$ cat src/rtl/sdcs_pkg.sv
package sdcs_pkg;

   typedef enum logic [2:0] {
      CMD_ACT  = 3'd0,
      CMD_RD   = 3'd1,
      CMD_WR   = 3'd2,
      CMD_PRE  = 3'd3,
      CMD_AREF = 3'd4,
      CMD_SREF = 3'd5,
      CMD_SRX  = 3'd6,
      CMD_LMR  = 3'd7
   } sd_cmd_e;

   typedef enum logic [1:0] {
      CKE_KEEP = 2'd0,
      CKE_LOW  = 2'd1,
      CKE_HIGH = 2'd2
   } cke_op_e;

   typedef struct packed {
      logic ras_n;
      logic cas_n;
      logic we_n;
   } strobe_t;

   localparam strobe_t STB_IDLE = '{ras_n: 1'b1, cas_n: 1'b1, we_n: 1'b1};

endpackage

$ cat src/rtl/sdcs_decode.sv
module sdcs_decode
   import sdcs_pkg::*;
#(
   parameter int ADDR_W = 13,
   parameter int BA_W   = 2,
   parameter int DQM_W  = 2,
   parameter int DEV_N  = 2,
   parameter int AP_BIT = 10
) (
   input  logic [2:0]        cmd,
   input  logic [DEV_N-1:0]  dev,
   input  logic [BA_W-1:0]   bank,
   input  logic [ADDR_W-1:0] addr,
   input  logic              auto_pc,
   input  logic [DQM_W-1:0]  dqm,
   input  logic              init_done,
   output logic              ok,
   output logic              refuse,
   output logic              drive,
   output strobe_t           stb,
   output logic [ADDR_W-1:0] addr_o,
   output logic [BA_W-1:0]   ba_o,
   output logic [DQM_W-1:0]  dqm_o,
   output cke_op_e           cke_op
);

   sd_cmd_e c;
   logic    is_rw;
   logic    no_dev;

   always_comb begin
      c      = sd_cmd_e'(cmd);
      is_rw  = (c == CMD_RD) || (c == CMD_WR);
      no_dev = (dev == '0);
      ok     = 1'b0;
      refuse = 1'b0;
      drive  = 1'b0;
      stb    = STB_IDLE;
      addr_o = '0;
      ba_o   = '0;
      dqm_o  = '0;
      cke_op = CKE_KEEP;
      if (no_dev || (is_rw && !init_done)) begin
         refuse = 1'b1;
      end else begin
         ok = 1'b1;
         case (c)
            CMD_ACT: begin
               drive  = 1'b1;
               stb    = '{ras_n: 1'b0, cas_n: 1'b1, we_n: 1'b1};
               addr_o = addr;
               ba_o   = bank;
            end
            CMD_RD, CMD_WR: begin
               drive          = 1'b1;
               stb            = '{ras_n: 1'b1, cas_n: 1'b0, we_n: (c == CMD_RD)};
               addr_o         = addr;
               addr_o[AP_BIT] = auto_pc;
               ba_o           = bank;
               dqm_o          = dqm;
            end
            CMD_PRE: begin
               drive          = 1'b1;
               stb            = '{ras_n: 1'b0, cas_n: 1'b1, we_n: 1'b0};
               addr_o[AP_BIT] = auto_pc;
               ba_o           = auto_pc ? '0 : bank;
            end
            CMD_AREF: begin
               drive = 1'b1;
               stb   = '{ras_n: 1'b0, cas_n: 1'b0, we_n: 1'b1};
            end
            CMD_SREF: begin
               drive  = 1'b1;
               stb    = '{ras_n: 1'b0, cas_n: 1'b0, we_n: 1'b1};
               cke_op = CKE_LOW;
            end
            CMD_SRX: begin
               cke_op = CKE_HIGH;
            end
            CMD_LMR: begin
               drive  = 1'b1;
               stb    = '{ras_n: 1'b0, cas_n: 1'b0, we_n: 1'b0};
               addr_o = addr;
               ba_o   = bank;
            end
            default: ;
         endcase
      end
   end

endmodule

$ cat src/rtl/sdcs_cke_bank.sv
module sdcs_cke_bank
   import sdcs_pkg::*;
#(
   parameter int DEV_N = 2
) (
   input  logic             clk,
   input  logic             rst_n,
   input  logic             upd,
   input  logic [DEV_N-1:0] dev,
   input  cke_op_e          cke_op,
   output logic [DEV_N-1:0] cke_o
);

   for (genvar i = 0; i < DEV_N; i++) begin : g_dev
      logic q;

      always_ff @(posedge clk) begin
         if (!rst_n) begin
            q <= 1'b1;
         end else if (upd && dev[i]) begin
            if (cke_op == CKE_LOW) begin
               q <= 1'b0;
            end else if (cke_op == CKE_HIGH) begin
               q <= 1'b1;
            end
         end
      end

      assign cke_o[i] = q;

      // self-refresh entry leaves the device with clock enable low
      a_r7_sref_low: assert property (@(posedge clk) disable iff (!rst_n)
         (upd && dev[i] && cke_op == CKE_LOW) |=> !cke_o[i]);

      // exit brings clock enable back high
      a_r11_exit_high: assert property (@(posedge clk) disable iff (!rst_n)
         (upd && dev[i] && cke_op == CKE_HIGH) |=> cke_o[i]);

      // unselected devices keep their clock enable
      a_r7_other_kept: assert property (@(posedge clk) disable iff (!rst_n)
         (!(upd && dev[i])) |=> (cke_o[i] == $past(cke_o[i])));
   end

endmodule

$ cat src/rtl/sdcs_exit_timer.sv
module sdcs_exit_timer #(
   parameter int EXIT_CYC = 4
) (
   input  logic clk,
   input  logic rst_n,
   input  logic load,
   output logic ready
);

   localparam int CNT_W = $clog2(EXIT_CYC + 1);
   localparam logic [CNT_W-1:0] CNT_LOAD = CNT_W'(EXIT_CYC);

   logic [CNT_W-1:0] cnt_q;

   always_ff @(posedge clk) begin
      if (!rst_n) begin
         cnt_q <= '0;
      end else if (load) begin
         cnt_q <= CNT_LOAD;
      end else if (cnt_q != '0) begin
         cnt_q <= cnt_q - 1'b1;
      end
   end

   assign ready = (cnt_q == '0);

   // a self-refresh exit always opens a busy window
   a_r11_busy_after_exit: assert property (@(posedge clk) disable iff (!rst_n)
      load |=> !ready);

   // no new exit is loaded while busy
   a_r11_no_reload: assert property (@(posedge clk) disable iff (!rst_n)
      !ready |-> !load);

endmodule

$ cat src/rtl/sdram_cmd_seq.sv
module sdram_cmd_seq
   import sdcs_pkg::*;
#(
   parameter int ADDR_W   = 13,
   parameter int BA_W     = 2,
   parameter int DQM_W    = 2,
   parameter int DEV_N    = 2,
   parameter int AP_BIT   = 10,
   parameter int EXIT_CYC = 4,
   parameter bit IDLE_NOP = 1'b0
) (
   input  logic              clk,
   input  logic              rst_n,
   input  logic              init_done,
   input  logic              req_valid,
   input  logic [2:0]        req_cmd,
   input  logic [DEV_N-1:0]  req_dev,
   input  logic [BA_W-1:0]   req_bank,
   input  logic [ADDR_W-1:0] req_addr,
   input  logic              req_auto,
   input  logic [DQM_W-1:0]  req_dqm,
   output logic              req_ready,
   output logic              cmd_done,
   output logic              cmd_reject,
   output logic [DEV_N-1:0]  sd_cs_n,
   output logic [DEV_N-1:0]  sd_cke,
   output logic              sd_ras_n,
   output logic              sd_cas_n,
   output logic              sd_we_n,
   output logic [ADDR_W-1:0] sd_addr,
   output logic [BA_W-1:0]   sd_ba,
   output logic [DQM_W-1:0]  sd_dqm
);

   if (AP_BIT >= ADDR_W) begin : g_bad_ap
      $error("AP_BIT must index an address line");
   end
   if (DEV_N < 1) begin : g_bad_dev
      $error("DEV_N must be at least 1");
   end
   if (EXIT_CYC < 1) begin : g_bad_exit
      $error("EXIT_CYC must be at least 1");
   end

   logic [DEV_N-1:0] idle_cs_n;
   if (IDLE_NOP) begin : g_idle_nop
      assign idle_cs_n = '0;
   end else begin : g_idle_dsel
      assign idle_cs_n = '1;
   end

   logic              dec_ok, dec_refuse, dec_drive;
   strobe_t           dec_stb;
   logic [ADDR_W-1:0] dec_addr;
   logic [BA_W-1:0]   dec_ba;
   logic [DQM_W-1:0]  dec_dqm;
   cke_op_e           dec_cke;
   logic              accept;

   sdcs_decode #(
      .ADDR_W(ADDR_W), .BA_W(BA_W), .DQM_W(DQM_W), .DEV_N(DEV_N), .AP_BIT(AP_BIT)
   ) u_decode (
      .cmd(req_cmd), .dev(req_dev), .bank(req_bank), .addr(req_addr),
      .auto_pc(req_auto), .dqm(req_dqm), .init_done(init_done),
      .ok(dec_ok), .refuse(dec_refuse), .drive(dec_drive), .stb(dec_stb),
      .addr_o(dec_addr), .ba_o(dec_ba), .dqm_o(dec_dqm), .cke_op(dec_cke)
   );

   assign accept = req_valid && req_ready;

   sdcs_cke_bank #(.DEV_N(DEV_N)) u_cke (
      .clk(clk), .rst_n(rst_n), .upd(accept && dec_ok),
      .dev(req_dev), .cke_op(dec_cke), .cke_o(sd_cke)
   );

   sdcs_exit_timer #(.EXIT_CYC(EXIT_CYC)) u_timer (
      .clk(clk), .rst_n(rst_n),
      .load(accept && dec_ok && dec_cke == CKE_HIGH),
      .ready(req_ready)
   );

   strobe_t stb_q;

   always_ff @(posedge clk) begin
      if (!rst_n) begin
         stb_q      <= STB_IDLE;
         sd_cs_n    <= '1;
         sd_addr    <= '0;
         sd_ba      <= '0;
         sd_dqm     <= '0;
         cmd_done   <= 1'b0;
         cmd_reject <= 1'b0;
      end else begin
         cmd_done   <= accept && dec_ok;
         cmd_reject <= accept && dec_refuse;
         if (accept && dec_drive) begin
            stb_q   <= dec_stb;
            sd_cs_n <= ~req_dev;
            sd_addr <= dec_addr;
            sd_ba   <= dec_ba;
            sd_dqm  <= dec_dqm;
         end else begin
            stb_q   <= STB_IDLE;
            sd_cs_n <= idle_cs_n;
            sd_addr <= '0;
            sd_ba   <= '0;
            sd_dqm  <= '0;
         end
      end
   end

   assign sd_ras_n = stb_q.ras_n;
   assign sd_cas_n = stb_q.cas_n;
   assign sd_we_n  = stb_q.we_n;

   // without a done pulse the strobes are idle
   a_r3_idle_between: assert property (@(posedge clk) disable iff (!rst_n)
      !cmd_done |-> (sd_ras_n && sd_cas_n && sd_we_n));

   // read/write before initialization is refused
   a_r10_rw_gate: assert property (@(posedge clk) disable iff (!rst_n)
      (req_valid && req_ready && !init_done &&
       (req_cmd == CMD_RD || req_cmd == CMD_WR)) |=> (cmd_reject && !cmd_done));

   // a refusal never shows a command on the pins
   a_r10_reject_idle: assert property (@(posedge clk) disable iff (!rst_n)
      cmd_reject |-> (sd_ras_n && sd_cas_n && sd_we_n && !cmd_done));

   // while busy, requests have no effect
   a_r11_busy_ignore: assert property (@(posedge clk) disable iff (!rst_n)
      !req_ready |=> (!cmd_done && !cmd_reject));

   // a chip select can only be low in the cycle of a command or a NOP idle
   a_r9_cs_only_on_cmd: assert property (@(posedge clk) disable iff (!rst_n)
      (!IDLE_NOP && !cmd_done) |-> (sd_cs_n == '1));

endmodule

$ cat config.mk
export PLATFORM = sky130hd
export DESIGN_NAME = sdram_cmd_seq
export DESIGN_NICKNAME = d
export VERILOG_FILES = /design/src/rtl/sdcs_pkg.sv /design/src/rtl/sdcs_decode.sv /design/src/rtl/sdcs_cke_bank.sv /design/src/rtl/sdcs_exit_timer.sv /design/src/rtl/sdram_cmd_seq.sv
export SDC_FILE = /design/constraint.sdc
export NUM_CORES = 1
export LEC_CHECK = 0
export BUFFER_PORTS_ARGS = -buffer_cell sky130_fd_sc_hd__buf_2
export CAP_MARGIN = 15
export CORE_ASPECT_RATIO = 1.2
export CORE_MARGIN = 8
export CORE_UTILIZATION = 43
export CTS_BUF_LIST = sky130_fd_sc_hd__clkbuf_8
export DETAILED_ROUTE_END_ITERATION = 10
export PLACE_DENSITY_LB_ADDON = 0.12
export SLEW_MARGIN = 20
export SYNTH_ARGS = -nofsm -noshare
export SYNTH_HDL_FRONTEND = slang
export SYNTH_SLANG_ARGS = --single-unit
$ cat constraint.sdc
create_clock -name clk -period 1.6 [get_ports clk]
set_clock_uncertainty 0.1 [all_clocks]
set_input_delay 0.24 -clock clk [delete_from_list [all_inputs] [get_ports clk]]
set_output_delay 0.24 -clock clk [all_outputs]
set_load 0.01 [all_outputs]
==> metrics.txt <==
Syn Std Cell Area=1200 um^2; Max Fanout on Critical Path=7; Yosys reg bits=29; CTS tree=built; relative slew slack=55.7%; I/O Buffers=53; Tcrit/Tclk final=96.8%; Residual DRC=0; FMAX=646 MHz; CP peak stage delay=0.32 ns; share of layout cells above drive strength 1=50.8%; antenna violations before repair=0; grt ovf=0; cell mode on critical path=ha_4; distinct cell type count after synthesis=31; hold violation total from the final report=0; Ys Warns=0; global-route wire length before repair=4530 um; CP max stage cell=dfxtp_2; WP data arrival=1.67 ns; most frequent cells in the layout=54 x buf_2, 27 x dfxtp_1, 16 x and3_1, 14 x buf_4; Leak=0.875 nW; area of the core=2730 um^2; Post-synth EDFFs=0; clk sinks=29; Tot GR Track Use=12.1%; Hold Crit Class=input port to flop; full die area=4740 um^2; endpoint type of the worst setup path=flop; Worst Path Class, Setup=flop to flop; Post-synth top flop=dfxtp_1; CTS max path bufs=2; Die Span Y=73.8 um; starting density of the core=43.9%; Placement Cell Area=1580 um^2; Placed Cells=207; row cnt=21; Area Growth Syn to Fin=44.4%; Synthesized Nets=148; status=finished, final reports clean; # hold bufs at CTS=0; post-synthesis sequential area ratio=48.4%; commonest non-fill, non-tap cell in the layout=buf_2; vias in the first global route=1066; clock latency on the worst-skew pair=0.27 ns; Iteration-0 DRC Markers=31; Final Critical Period=1.55 ns; RSZ-0062 raised after global routing=true; DR WL/cell=13.6 um; Slew Limit Fails=0; Final setup viols=0; Post-synth ARST share=0%; H-Tree Depth=2; crit-path cells=inv_2 > ha_4 > ha_4 > nand3_4 > a211oi_4 > buf_2 > and3_1; Peak VDD IR=0.785 mV; Finished Layout Cells=219; CTS Buf Count=5; Final Cell Area=1730 um^2; Critical Path Start Type=flop; total of max-cap violations=0; Top delay family on crit path=flip-flops; Critical Path RT=1.72 ns; post-route ant nets=0; CTS root buf=clkbuf_8; # nets final=216; detailed placement HPWL=2280 um; actual slew at the worst max-slew pin=0.659 ns; Antenna diodes=0; clock-pin slew on the worst setup and hold paths=0.06 ns; Vias=1032; WP buf/inv=2; vias per inst=4.71; PD cells=1190 nW/um^2; GPL Wtd Cong=0.788; io pins=54; largest net degree at the start of global routing=16; First-pass DRT Iterations=4; final wirelength=2980 um; syn_area_per_cell=10.3 um^2; Post-Synthesis Cells=116; Die W=64.2 um
repair_timing:
action | CTS | global route
gates resized for setup | 0 | 8
setup endpoints to repair | 0 | 24
buffers inserted | 0 | 3
hold endpoints to repair | 0 | 0
Yosys cell counts (3+ instances only):
cell      instances  area share, %
dfxtp_1          29             48
and3_1           16            8.4
nand3_1           8            3.3
inv_1             7            2.2
a21oi_1           5            2.1
ha_1              5            5.2
nor2_1            5            1.6
buf_2             3            1.3
buf_4             3            1.9
buf_6             3            2.8
nand2_1           3           0.94
nand4b_1          3            2.2
nor2b_1           3            1.6
sequential cells by signal (all words and copies together) (netlist names), 2 cells and up:
name	flops
sd_addr	13
u_timer.cnt_q	3
sd_ba	2
sd_cs_n	2
sd_dqm	2
u_cke.g_dev.q	2
final timing paths:
kind | startpoint | to | slack (ns) | depth (start not counted)
max | u_timer.cnt_q[1]$_SDFFE_PP0P_ | sd_ba[0]$_SDFF_PP0_ | 0.05 | 7
min reg2reg | u_cke.g_dev[0].q$_SDFFE_PN1P_ | u_cke.g_dev[0].q$_SDFFE_PN1P_ | 0.43 | 2
max reg2reg | u_timer.cnt_q[1]$_SDFFE_PP0P_ | sd_ba[0]$_SDFF_PP0_ | 0.05 | 7
min | req_bank[0] | sd_ba[0]$_SDFF_PP0_ | 0.09 | 2
power breakdown:
group	internal [W]	total [W]	switching, W	leakage (nW)
Combinational	0.000323	0.000614	0.000291	0.584
Clock	0.000388	0.000649	0.000261	0.0542
Sequential	0.000781	0.000804	0.0000230	0.236
Total	0.00149	0.00207	0.000575	0.875
layer usage:
layer | vias up | share of wire (%) | wire (um) | GRT usage (%)
li1 | 523 | - | - | -
met1 | 467 | 39 | 1180 | 11.5
met2 | 40 | 52 | 1550 | 22.0
met3 | 2 | 7.8 | 234 | 4.57
met4 | 0 | 0.57 | 17 | 6.55
met5 | - | 0 | 0 | 0
cell type report:
type,instances,area [um^2]
multi-input combinational,71,571
clock inverter,1,5.00
timing repair buffer,70,407
fill,255,1000
inverter,7,26.3
tap,34,42.5
clock buffer,7,96.3
sequential,29,583
worst register-to-register path, cell delays in order (launching register included):
cell and delay (ns):
dfxtp_2 0.32, inv_2 0.06, ha_4 0.14, ha_4 0.18, nand3_4 0.08, a211oi_4 0.26, buf_2 0.20, and3_1 0.14
kinds of logic after synthesis:
family                     share of synthesized area, %
xor gates and xnor gates                           4.49
AOI/OAI and AO/OA                                  7.10
DFF                                                48.4
muxes                                              3.55
adders and majority gates                          5.22
buffers and inverters                              8.14
and+or+nand+nor                                    23.1
metrics by stage:
step	util (%)	setup WS [ns]	TNS [ns]	power [W]	hold WS, ns
floorplan	-	0.00104	0	0.00120	0.212
global placement	57.6	-0.153	-0.312	0.00132	0.364
detailed placement	57.6	-0.229	-0.636	0.00133	0.368
CTS	61.4	0.00443	0	0.00199	0.0747
global route	63.3	-0.0262	-0.119	0.00219	0.0853
finish	63.3	0.0512	0	0.00207	0.0857
Note: power is estimated with default switching activity, not from simulation.
